<file path="config.mk">
export PLATFORM = sky130hd
export DESIGN_NAME = dual_space_i2c_target
export DESIGN_NICKNAME = d
export VERILOG_FILES = /design/src/rtl/dsit_pkg.sv /design/src/rtl/dsit_line_cond.sv /design/src/rtl/dsit_reg_ptr.sv /design/src/rtl/dual_space_i2c_target.sv
export SDC_FILE = /design/constraint.sdc
export NUM_CORES = 1
export LEC_CHECK = 0
export CORE_AREA = 2 2 86 88
export CTS_CLUSTER_SIZE = 28
export DETAILED_ROUTE_END_ITERATION = 7
export DIE_AREA = 0 0 88 90
export PLACE_DENSITY_LB_ADDON = 0.1
export SLEW_MARGIN = 20
export SYNTH_ARGS = -nofsm -noshare
export SYNTH_HDL_FRONTEND = slang
export SYNTH_HIERARCHICAL = 1
export SYNTH_SLANG_ARGS = --single-unit
</file>
<file path="constraint.sdc">
create_clock -name clk -period 7 [get_ports clk]
set_clock_uncertainty 0.2 [all_clocks]
set_input_delay 1.4 -clock clk [delete_from_list [all_inputs] [get_ports clk]]
set_output_delay 1.4 -clock clk [all_outputs]
set_load 0.02 [all_outputs]
</file>
<file path="src/rtl/dsit_pkg.sv">
package dsit_pkg;

    localparam int unsigned BYTE_W     = 8;
    localparam int unsigned CNT_W      = $clog2(BYTE_W + 1);
    localparam int unsigned NUM_SPACES = 2;

    typedef enum logic [2:0] {
        ST_IDLE,   // not addressed, wait for START
        ST_HDR,    // shifting in the address header
        ST_HACK,   // ninth clock of an accepted header
        ST_WRX,    // shifting in a write byte
        ST_WACK,   // ninth clock of a write byte
        ST_TX,     // shifting out a read byte
        ST_MACK    // ninth clock, controller acknowledge
    } dsit_state_e;

    typedef struct packed {
        dsit_state_e         st;
        logic [CNT_W-1:0]    bcnt;
        logic [BYTE_W-1:0]   sh;
        logic                oe;
        logic                ptr_ph;  // next write byte is a pointer/address
        logic                rtc;     // selected space
        logic                rnw;     // header direction
        logic                more;    // controller ACKed last read byte
    } dsit_ctl_t;

endpackage

</file>
<file path="src/rtl/dsit_line_cond.sv">
module dsit_line_cond #(
    parameter int unsigned SYNC_STAGES = 2
) (
    input  logic clk,
    input  logic rst_n,
    input  logic scl_i,
    input  logic sda_i,
    output logic scl_rise,
    output logic scl_fall,
    output logic sda_s,
    output logic start_det,
    output logic stop_det
);

    localparam int unsigned PIPE_W = SYNC_STAGES + 1;

    typedef struct packed {
        logic [PIPE_W-1:0] scl_p;
        logic [PIPE_W-1:0] sda_p;
    } lc_t;

    lc_t d, q;

    always_comb begin
        d       = q;
        d.scl_p = {q.scl_p[PIPE_W-2:0], scl_i};
        d.sda_p = {q.sda_p[PIPE_W-2:0], sda_i};
    end

    always_ff @(posedge clk or negedge rst_n) begin
        if (!rst_n) begin
            q <= '{scl_p: '1, sda_p: '1};
        end else begin
            q <= d;
        end
    end

    logic scl_now, scl_old, sda_now, sda_old;

    always_comb begin
        scl_now   = q.scl_p[SYNC_STAGES-1];
        scl_old   = q.scl_p[SYNC_STAGES];
        sda_now   = q.sda_p[SYNC_STAGES-1];
        sda_old   = q.sda_p[SYNC_STAGES];
        scl_rise  = scl_now & ~scl_old;
        scl_fall  = ~scl_now & scl_old;
        sda_s     = sda_now;
        start_det = scl_now & scl_old & sda_old & ~sda_now;
        stop_det  = scl_now & scl_old & ~sda_old & sda_now;
    end

endmodule

</file>
<file path="src/rtl/dsit_reg_ptr.sv">
module dsit_reg_ptr #(
    parameter int unsigned AW = 8
) (
    input  logic          clk,
    input  logic          rst_n,
    input  logic          ld,
    input  logic [AW-1:0] ld_val,
    input  logic          inc,
    output logic [AW-1:0] ptr
);

    logic [AW-1:0] ptr_d, ptr_q;

    always_comb begin
        ptr_d = ptr_q;
        if (ld) begin
            ptr_d = ld_val;
        end else if (inc) begin
            ptr_d = ptr_q + AW'(1);
        end
    end

    always_ff @(posedge clk or negedge rst_n) begin
        if (!rst_n) begin
            ptr_q <= '0;
        end else begin
            ptr_q <= ptr_d;
        end
    end

    assign ptr = ptr_q;

endmodule

</file>
<file path="src/rtl/dual_space_i2c_target.sv">
module dual_space_i2c_target
    import dsit_pkg::*;
#(
    parameter logic [6:0] POWER_ADDR  = 7'h1C,
    parameter logic [6:0] RTC_ADDR    = 7'h48,
    parameter int unsigned SYNC_STAGES = 2
) (
    input  logic              clk,
    input  logic              rst_n,
    input  logic              scl_i,
    input  logic              sda_i,
    output logic              sda_oe,
    output logic              reg_wr,
    output logic              reg_rd,
    output logic              reg_space,
    output logic [BYTE_W-1:0] reg_addr,
    output logic [BYTE_W-1:0] reg_wdata,
    input  logic [BYTE_W-1:0] reg_rdata
);

    localparam logic [CNT_W-1:0] FULL = CNT_W'(BYTE_W);

    logic scl_rise_w, scl_fall_w, sda_w, start_w, stop_w;

    dsit_line_cond #(.SYNC_STAGES(SYNC_STAGES)) u_line (
        .clk       (clk),
        .rst_n     (rst_n),
        .scl_i     (scl_i),
        .sda_i     (sda_i),
        .scl_rise  (scl_rise_w),
        .scl_fall  (scl_fall_w),
        .sda_s     (sda_w),
        .start_det (start_w),
        .stop_det  (stop_w)
    );

    dsit_ctl_t d, q;

    logic              ptr_ld, ptr_inc;
    logic              wr_s, rd_s;
    logic [BYTE_W-1:0] ptr_all [NUM_SPACES];

    // one pointer per register space
    for (genvar g = 0; g < NUM_SPACES; g++) begin : g_ptr
        dsit_reg_ptr #(.AW(BYTE_W)) u_ptr (
            .clk    (clk),
            .rst_n  (rst_n),
            .ld     (ptr_ld  && (int'(q.rtc) == g)),
            .ld_val (q.sh),
            .inc    (ptr_inc && (int'(q.rtc) == g)),
            .ptr    (ptr_all[g])
        );
    end

    always_comb begin
        d       = q;
        wr_s    = 1'b0;
        rd_s    = 1'b0;
        ptr_ld  = 1'b0;
        ptr_inc = 1'b0;

        unique case (q.st)
            ST_IDLE: begin
                d.oe = 1'b0;
            end

            ST_HDR: begin
                if (scl_rise_w && (q.bcnt < FULL)) begin
                    d.sh   = {q.sh[BYTE_W-2:0], sda_w};
                    d.bcnt = q.bcnt + CNT_W'(1);
                end else if (scl_fall_w && (q.bcnt == FULL)) begin
                    d.bcnt = '0;
                    if (q.sh[BYTE_W-1:1] == POWER_ADDR || q.sh[BYTE_W-1:1] == RTC_ADDR) begin
                        d.st  = ST_HACK;
                        d.oe  = 1'b1;
                        d.rtc = (q.sh[BYTE_W-1:1] == RTC_ADDR);
                        d.rnw = q.sh[0];
                    end else begin
                        d.st = ST_IDLE;
                    end
                end
            end

            ST_HACK: begin
                if (scl_fall_w) begin
                    d.bcnt = '0;
                    if (q.rnw) begin
                        rd_s    = 1'b1;
                        ptr_inc = 1'b1;
                        d.sh    = reg_rdata;
                        d.oe    = ~reg_rdata[BYTE_W-1];
                        d.st    = ST_TX;
                    end else begin
                        d.oe = 1'b0;
                        d.st = ST_WRX;
                    end
                end
            end

            ST_WRX: begin
                if (scl_rise_w && (q.bcnt < FULL)) begin
                    d.sh   = {q.sh[BYTE_W-2:0], sda_w};
                    d.bcnt = q.bcnt + CNT_W'(1);
                end else if (scl_fall_w && (q.bcnt == FULL)) begin
                    d.bcnt = '0;
                    d.oe   = 1'b1;
                    d.st   = ST_WACK;
                    if (q.ptr_ph) begin
                        ptr_ld   = 1'b1;
                        d.ptr_ph = 1'b0;
                    end else begin
                        wr_s = 1'b1;
                        if (q.rtc) begin
                            ptr_inc = 1'b1;
                        end else begin
                            d.ptr_ph = 1'b1;
                        end
                    end
                end
            end

            ST_WACK: begin
                if (scl_fall_w) begin
                    d.oe = 1'b0;
                    d.st = ST_WRX;
                end
            end

            ST_TX: begin
                if (scl_rise_w && (q.bcnt < FULL)) begin
                    d.bcnt = q.bcnt + CNT_W'(1);
                end else if (scl_fall_w) begin
                    if (q.bcnt == FULL) begin
                        d.oe = 1'b0;
                        d.st = ST_MACK;
                    end else begin
                        d.sh = {q.sh[BYTE_W-2:0], 1'b0};
                        d.oe = ~q.sh[BYTE_W-2];
                    end
                end
            end

            ST_MACK: begin
                if (scl_rise_w) begin
                    d.more = ~sda_w;
                end else if (scl_fall_w) begin
                    d.bcnt = '0;
                    if (q.more) begin
                        rd_s    = 1'b1;
                        ptr_inc = 1'b1;
                        d.sh    = reg_rdata;
                        d.oe    = ~reg_rdata[BYTE_W-1];
                        d.st    = ST_TX;
                    end else begin
                        d.oe = 1'b0;
                        d.st = ST_IDLE;
                    end
                end
            end

            default: begin
                d.st = ST_IDLE;
                d.oe = 1'b0;
            end
        endcase

        // bus conditions override any byte activity
        if (start_w || stop_w) begin
            wr_s     = 1'b0;
            rd_s     = 1'b0;
            ptr_ld   = 1'b0;
            ptr_inc  = 1'b0;
            d.oe     = 1'b0;
            d.bcnt   = '0;
            d.ptr_ph = 1'b1;
            d.st     = start_w ? ST_HDR : ST_IDLE;
        end
    end

    always_ff @(posedge clk or negedge rst_n) begin
        if (!rst_n) begin
            q <= '{st: ST_IDLE, bcnt: '0, sh: '0, oe: 1'b0, ptr_ph: 1'b1,
                   rtc: 1'b0, rnw: 1'b0, more: 1'b0};
        end else begin
            q <= d;
        end
    end

    assign sda_oe    = q.oe;
    assign reg_wr    = wr_s;
    assign reg_rd    = rd_s;
    assign reg_space = q.rtc;
    assign reg_addr  = ptr_all[q.rtc];
    assign reg_wdata = q.sh;

endmodule

</file>
==> results of run 1 <==
-- stage by stage --
| step | hold WS [ns] | util [%] |
|---|---|---|
| 6_report | 0.158 | 43.7 |
| 5_1_grt | 0.167 | 43.7 |
| 4_1_cts | 0.161 | 43.7 |
| 3_5_place_dp | 0.148 | 42.1 |
| 3_3_place_gp | 0.147 | 42.1 |
| 2_1_floorplan | 0.145 | - |
-- power groups by stage --
| stage | clock network, uW | logic, uW | registers [uW] |
|---|---|---|---|
| detailed placement | 0 | 102 | 288 |
| finish | 197 | 102 | 283 |
| global route | 213 | 113 | 287 |
| global placement | 0 | 103 | 288 |
| floorplan | 0 | 75.6 | 278 |
| CTS | 203 | 103 | 283 |
-- layer usage --
| layer | share of wire, % | wire length [um] | vias up |
|---|---|---|---|
| met5 | 0 | 0 | - |
| met4 | 1.7 | 111 | 0 |
| met3 | 3.0 | 188 | 8 |
| met2 | 47 | 2990 | 38 |
| met1 | 48 | 3060 | 1042 |
| li1 | - | - | 1102 |
-- synthesized netlist by cell type, drive strengths merged, types with 4 or more instances --
master   n
xor2     6
or4      6
a31oi    8
nand3b   5
o31ai    6
nand3   15
dfrtp   35
nand4    6
inv      8
mux2     9
nor2b   12
o21ai   23
nand2b   7
buf     17
mux2i    4
clkbuf   9
nor2    18
nor3     7
ha       4
nand2   43
o22ai    6
a21oi   14
dfstp    7
-- logic make-up after synthesis --
group | after synthesis
fa+ha+maj | 4
compound gates | 68
xor+xnor | 8
buf+inv | 34
flops | 42
mux | 13
simple gates | 135
-- sequential cells by signal, indices dropped and copies added, names as in the netlist --
signal / flops
g_ptr.u_ptr/ptr: 16
q: 10
reg_wdata: 8
u_line/d: 3
u_line/q: 2
reg_space: 1
sda_oe: 1
u_line/sda_s: 1
-- worst max-delay path, stage by stage, from the launching register on --
cell	delay [ns]
dfrtp_1	0.70
nor2b_1	0.61
nand3_1	0.26
nor3_1	0.25
clkdlybuf4s50_1	0.65
-- final timing paths --
check	endpoint	start	cells after the start	slack (ns)
max in group asynchronous	q[16]	rst_n	1	4.95
worst max-delay path	reg_rd	q[18]	4	2.62
min in group asynchronous	g_ptr[1].u_ptr/ptr[5]	rst_n	1	1.04
worst min register to register	u_line/sda_s	u_line/d[1]	0	0.16
worst max register to register	g_ptr[1].u_ptr/ptr[7]	u_line/q[5]	9	3.46
worst min-delay path	u_line/sda_s	u_line/d[1]	0	0.16
-- area by class of cell --
type                       instances  area share (%)
clock inverter                     2            1.22
clock buffer                       6            2.36
sequential                        42            34.5
inverter                           8           0.978
multi-input combinational        228            46.9
tap                               99            4.04
timing repair buffer              31            9.95
==> results.toml, run 1 <==
[final_layout]
n_antenna_cell = 0
fin_nets = 332
final.fill_count = 710
fin_area_um2 = 3070
regArea_um2 = 1060
areaGrowthSynthToFinish_pct = 14.3
layout.cells.non_filler = 416
multi_input_area_um2 = 1440
drive_gt1_share_pct = 10.1
mostFrequentLayoutCells = "nand2_1, dfrtp_1, clkdlybuf4s50_1"
final_common_cell = "nand2_1"

[power]
power_density_nw_per_um2 = 190
p_comb_share_pct = 17.5
switching_share_pct = 29.8
p_switching_uw = 173
power.leakage_uw = 0.00126
peakVddDrop_v = 0.0000961
p_int_uw = 409
power_uw = 582
clkPwrFrac_pct = 33.8
p_seq_share_pct = 48.7

[sta]
tns_ns = 0
finalHoldViolations = 0
fin_crit_ns = 4.38
period_share_pct = 62.6
rsz0062_at_grt = "no"
setup_viol = 0
fin_ws_ns = 2.62
worst_pin_slew_ns = 0.970
relSlewSlack_pct = 35.3
fmax_mhz = 228
slew_violations = 0

[synth]
ys_warn_count = 6
synth_cell_types = 51
synth_top_area_share_pct = 32.6
synth_top_cell_by_area = "dfrtp_1"
synth.mux.area_fraction_pct = 5.27
synthSimpleGateAreaFrac_pct = 27.8
ys_async_sr_fraction_pct = 100
seq_area_frac_synth_pct = 39.5
synthAdderAreaFrac_pct = 1.86
synthFlopType = "dfrtp_1"
synth-edff-count = 0
synth_cells = 304
synth_area_um2 = 2690
synth-compound-area-share_pct = 16.1
syn_avg_cell_area_um2 = 8.83
syn-num-nets = 320
synth_area_leaders = "dfrtp_1, dfstp_2, nand2_1"
synth-xor-area-share_pct = 2.61
synth_top_family_by_area = "simple AND/OR/NAND/NOR gates"
ys_seq_elements = 42

[global_routing]
met2_usage_pct = 26.6
grt.busiest_layer = "met2"
grt_max_degree = 43
grt_pass1_vias = 2092
grt_pass1_wl_mm = 10.6
met3_usage_pct = 2.85
global_route.usage.total_pct = 17.0
met1_usage_pct = 23.6
antenna_found_initial = 0
grt_overflow = 0

[worst_setup_path]
path_class = "register to output port"
cp-start-kind = "register"
cp-end-kind = "output port"
cp.required_ns = 5.40
path_max_fanout = 20
worstPathArrival_ns = 2.78

[placed_design]
place_area_um2 = 2960
dp.cells = 408
hpwl_mm = 4.51
port-buffer-count = 31
gp_congestion = 0.793
post-place-ws_ns = 2.98

[floorplan]
initial_core_util_pct = 38.2
ios = 32
core_area_um2 = 7020
fp.dieW_um = 88
fp.dieH_um = 90
rows = 31
die-area_um2 = 7920

[detailed_routing]
vias = 2190
vias_per_cell = 5.26
finalWirelength_mm = 6.35
drtPass1Iterations = 4
final_antenna_net_count = 0
drc = 0
avgRoutedWirePerCell_um = 15.3
drtIter0Drc = 77

[clock_network]
cts-htree-levels = 2
cts_buffers = 5
clock_latency_ns = 0.30
path_clk_slew_ns = 0.09
cts_setup_buffers = 0
cts_root_buf = "clkbuf_8"
clock-sinks = 42
clockBufferDepth = 2
cts_hold_buf = 0
cts_tree = "done"
cts-resized-gates = 0

[min_path]
min_path_type = "register to register"

[flow_run]
maxCapViolCount = 0

[status]
status = "finished, final reports clean"
Power figures use the tool's default switching activity.
==> run 2, diff against run 1 <==
- clock period: 7 -> 4.5 ns (I/O delays scaled with it)
==> run 2 against run 1 <==
Net effect: total power rose by 48%; first-iteration DRC count rose by 61%; utilization rose by 0.68 points; sequential cell count did not move; non-clock buffer count rose by 6; sequential power rose by 56%; largest power group unchanged; clock-buffer cell count fell by 1; hold slack improved by 0.0026 ns; clock power rose by 33%; largest cell class unchanged; design area rose by 1.5%; worst setup slack got worse by 1.7 ns.
==> results.toml, run 2 (synthesis gave the netlist of run 1 again) <==
[final_layout]
final.fill_count = 700
mostFrequentLayoutCells = "nand2_1, dfrtp_1, clkdlybuf4s50_1"
drive_gt1_share_pct = 12.1
areaGrowthSynthToFinish_pct = 16.1
final_common_cell = "nand2_1"
n_antenna_cell = 0
fin_nets = 338
largest_reg_flops = 16

[power]
p_int_uw = 585
switching_share_pct = 32.2
p_comb_share_pct = 18.5
power.leakage_uw = 0.00128
p_switching_uw = 278
clkPwrFrac_pct = 30.3
p_seq_share_pct = 51.2
power_density_nw_per_um2 = 277
peakVddDrop_v = 0.000154

[floorplan]
fp.dieW_um = 88
die-area_um2 = 7920
core_area_um2 = 7020
rows = 31
ios = 32
initial_core_util_pct = 38.2
fp.dieH_um = 90

[clock_network]
path_clk_slew_ns = 0.09
cts_hold_buf = 0
cts_tree = "done"
cts_buffers = 5
cts_root_buf = "clkbuf_8"
cts-htree-levels = 2
clock-sinks = 42
clock_latency_ns = 0.31
cts-resized-gates = 0
cts_setup_buffers = 0
clockBufferDepth = 2

[detailed_routing]
final_antenna_net_count = 0
vias_per_cell = 5.26
drtIter0Drc = 124
finalWirelength_mm = 6.56
drc = 0
vias = 2218
avgRoutedWirePerCell_um = 15.5
drtPass1Iterations = 4

[worst_setup_path]
worstPathArrival_ns = 2.44
cp.required_ns = 3.40
path_class = "register to output port"
cp-end-kind = "output port"
cp-start-kind = "register"
path_max_fanout = 19

[global_routing]
grt_max_degree = 43
grt_pass1_wl_mm = 11.0
grt_pass1_vias = 2157
global_route.usage.total_pct = 17.6
antenna_found_initial = 0
grt_overflow = 0

[sta]
fin_crit_ns = 3.54
fin_ws_ns = 0.961
finalHoldViolations = 0
relSlewSlack_pct = 58.5
setup_viol = 0
worst_pin_slew_ns = 0.621
period_share_pct = 78.7
slew_violations = 0
rsz0062_at_grt = "no"
fmax_mhz = 283
tns_ns = 0

[min_path]
min_path_type = "register to register"

[placed_design]
post-place-ws_ns = 1.32
port-buffer-count = 31
gp_congestion = 0.831
hpwl_mm = 4.60

[flow_run]
maxCapViolCount = 0

[status]
status = "finished, final reports clean"
run 2: cell count changes in the layout (fill, tap and decap cells not counted):
| cell | previous run | this run |
|---|---|---|
| buf_16 | 0 | 1 |
| buf_4 | 0 | 5 |
| bufinv_16 | 1 | 0 |
| clkbuf_1 | 1 | 0 |
| clkinvlp_4 | 1 | 2 |
| inv_6 | 0 | 1 |
run 2: final timing paths:
path                        startpoint                     to  slack, ns  depth (start not counted)
max                              q[19]                 reg_rd       0.96                          5
min                        u_line/d[4]            u_line/d[5]       0.16                          0
max in group asynchronous        rst_n                   q[3]       3.16                          2
min reg2reg                u_line/d[4]            u_line/d[5]       0.16                          0
max reg2reg                u_line/q[5]  g_ptr[1].u_ptr/ptr[7]       1.67                         11
min in group asynchronous        rst_n  g_ptr[1].u_ptr/ptr[4]       0.37                          1
run 2: worst max-delay path, stage by stage, from the launching register on:
cell             delay [ns]
dfrtp_1                0.73
nand2_1                0.19
o22ai_1                0.17
nand3_1                0.18
nor3_1                 0.22
clkdlybuf4s50_1        0.64
run 2: cell type report:
| class | instances | area [um2] | share of cell area [%] |
|---|---|---|---|
| clock buffer | 5 | 68.8 | 2.21 |
| clock inverter | 3 | 23.8 | 0.763 |
| inverter | 8 | 30.0 | 0.963 |
| multi-input combinational | 228 | 1440 | 46.2 |
| sequential | 42 | 1060 | 34.0 |
| tap | 99 | 124 | 3.97 |
| timing repair buffer | 37 | 370 | 11.9 |
run 2: power by group through the flow:
stage                     clock, uW  combinational [uW]  sequential, uW
after floorplan                   0                 118             432
final                           262                 159             442
after global placement            0                 161             449
after detailed placement          0                 159             450
after CTS                       273                 159             443
after global routing            287                 178             447
run 2: layer usage:
| layer | wire [um] | global-route usage [%] | vias to the layer above |
|---|---|---|---|
| met1 | 2980 | 23.7 | 1047 |
| met3 | 259 | 2.75 | 9 |
| met5 | 0 | 0 | - |
| met4 | 78 | 4.62 | 0 |
| met2 | 3240 | 29.2 | 50 |
| li1 | - | - | 1112 |
run 2: metrics by stage:
step | cells | cell area, um2 | utilization (%) | total power [uW] | hold WS, ns
final | 422 | 3120 | 44.4 | 863 | 0.161
after global routing | 422 | 3120 | 44.4 | 913 | 0.169
after CTS | 421 | 3090 | 44.0 | 875 | 0.163
after detailed placement | 413 | 3000 | 42.7 | 609 | 0.148
after global placement | 413 | 3000 | 42.7 | 610 | 0.152
after floorplan | 304 | 2690 | - | 550 | 0.145
==> run 3, diff against run 2 <==
- clock period: 4.5 -> 3.45 ns (I/O delays scaled with it)
==> run 3 against run 2 <==
Net effect: clock-buffer cell count rose by 1; largest cell class unchanged; largest power group unchanged; utilization is 0.29 points higher; critical endpoint is now reg_wr; sequential share of layout area decreased by 0.22 points.
==> results.toml, run 3 (synthesis gave the netlist of run 1 again) <==
[status]
status = "finished, final reports clean"

[worst_setup_path]
crit_buf_inv = 1
cp_top_family = "simple AND/OR/NAND/NOR gates"
reg2reg_from = "u_line/q[5]"
cp_cell_sequence = "and4b_1, or2_2, nor3_1, clkdlybuf4s50_1"
cp.required_ns = 2.56
path_class = "register to output port"
ff2ff_setup_slack_ns = 0.77
worstPathArrival_ns = 2.34
path_max_fanout = 10
timing.rr.end = "g_ptr[1].u_ptr/ptr[7]"
cp-start-kind = "register"
reg2reg_depth = 10
critPathMaxStageDelay_ns = 0.64
cp-end-kind = "output port"
crit_slowest_cell = "clkdlybuf4s50_1"

[global_routing]
grt.busiest_layer = "met2"
grt_pass1_wl_mm = 10.8
met1_usage_pct = 23.6
met2_usage_pct = 27.4
grt_pass1_vias = 2112
grt_overflow = 0
met3_usage_pct = 3.12
grt_max_degree = 43
global_route.usage.total_pct = 17.3
antenna_found_initial = 0

[clock_network]
clock_latency_ns = 0.29
clock-sinks = 42
path_clk_slew_ns = 0.08
cts_tree = "done"
cts-resized-gates = 0
cts_buffers = 5
cts_setup_buffers = 0
cts_root_buf = "clkbuf_8"
cts-htree-levels = 2
cts_hold_buf = 0
clockBufferDepth = 2

[placed_design]
gp_congestion = 0.817
hpwl_mm = 4.61
port-buffer-count = 31
post-place-ws_ns = 0.506
dp.cells = 417

[final_layout]
largest_reg_flops = 16
final_common_cell = "nand2_1"
mostFrequentLayoutCells = "nand2_1, dfrtp_1, clkdlybuf4s50_1"
fin_nets = 341
layout.cells.non_filler = 425
areaGrowthSynthToFinish_pct = 16.8
n_antenna_cell = 0
drive_gt1_share_pct = 12.6

[sta]
period_share_pct = 93.6
tns_ns = 0
rsz0062_at_grt = "no"
fin_crit_ns = 3.23
setup_viol = 0
worst_pin_slew_ns = 0.946
fmax_mhz = 310
relSlewSlack_pct = 37.0
slew_violations = 0
fin_ws_ns = 0.222
finalHoldViolations = 0
hold_slack_ns = 0.158

[power]
p_switching_uw = 345
switching_share_pct = 29.3
clkPwrFrac_pct = 33.3
p_seq_share_pct = 49.0
p_comb_share_pct = 17.7
power_density_nw_per_um2 = 376
peakVddDrop_v = 0.000170
p_int_uw = 833
power_uw = 1180
power.leakage_uw = 0.00130

[detailed_routing]
vias = 2247
final_antenna_net_count = 0
avgRoutedWirePerCell_um = 15.2
drtIter0Drc = 67
finalWirelength_mm = 6.48
drtPass1Iterations = 4
vias_per_cell = 5.29
drc = 0

[floorplan]
core_area_um2 = 7020
fp.dieH_um = 90
initial_core_util_pct = 38.2
ios = 32
rows = 31
fp.dieW_um = 88
die-area_um2 = 7920

[flow_run]
maxCapViolCount = 0

[min_path]
min_path_type = "register to register"
whs_path_depth = 0
min-delay-start = "u_line/d[4]"
hold_end = "u_line/d[5]"
## run 3: layout make-up
| class | instances | area [um2] |
|---|---|---|
| sequential | 42 | 1060 |
| timing repair buffer | 40 | 373 |
| clock inverter | 2 | 37.5 |
| tap | 99 | 124 |
| inverter | 8 | 30.0 |
| clock buffer | 6 | 72.6 |
| fill | 692 | 3880 |
| multi-input combinational | 228 | 1440 |
## run 3: stage by stage
stage               cell area (um2)  util (%)
global placement               3030      43.1
detailed placement             3030      43.1
CTS                            3140      44.7
global route                   3140      44.7
floorplan                      2690         -
finish                         3140      44.7
## run 3: per-layer routing
| layer | up-vias | share of wire, % |
|---|---|---|
| met5 | - | 0 |
| met4 | 0 | 1.2 |
| met3 | 4 | 4.2 |
| met2 | 50 | 49 |
| met1 | 1075 | 45 |
| li1 | 1118 | - |
## run 3: how the worst max path moves through the flow
stage	startpoint	to	slack (ns)	cells after the start
finish	u_line/sda_s	reg_wr	0.22	4
global route	u_line/q[5]	reg_wr	0.05	6
CTS	u_line/sda_s	reg_wr	0.18	4
detailed placement	u_line/sda_s	reg_wr	0.51	4
global placement	u_line/sda_s	reg_wr	0.51	4
floorplan	u_line/sda_s	reg_wr	0.87	4
## run 3: power groups by stage
stage / combinational [uW] / clock (uW) / sequential [uW]
after floorplan: 153 / 0 / 563
after global placement: 213 / 0 / 586
after detailed placement: 209 / 0 / 587
after CTS: 211 / 407 / 577
after global routing: 233 / 433 / 582
final: 209 / 393 / 577
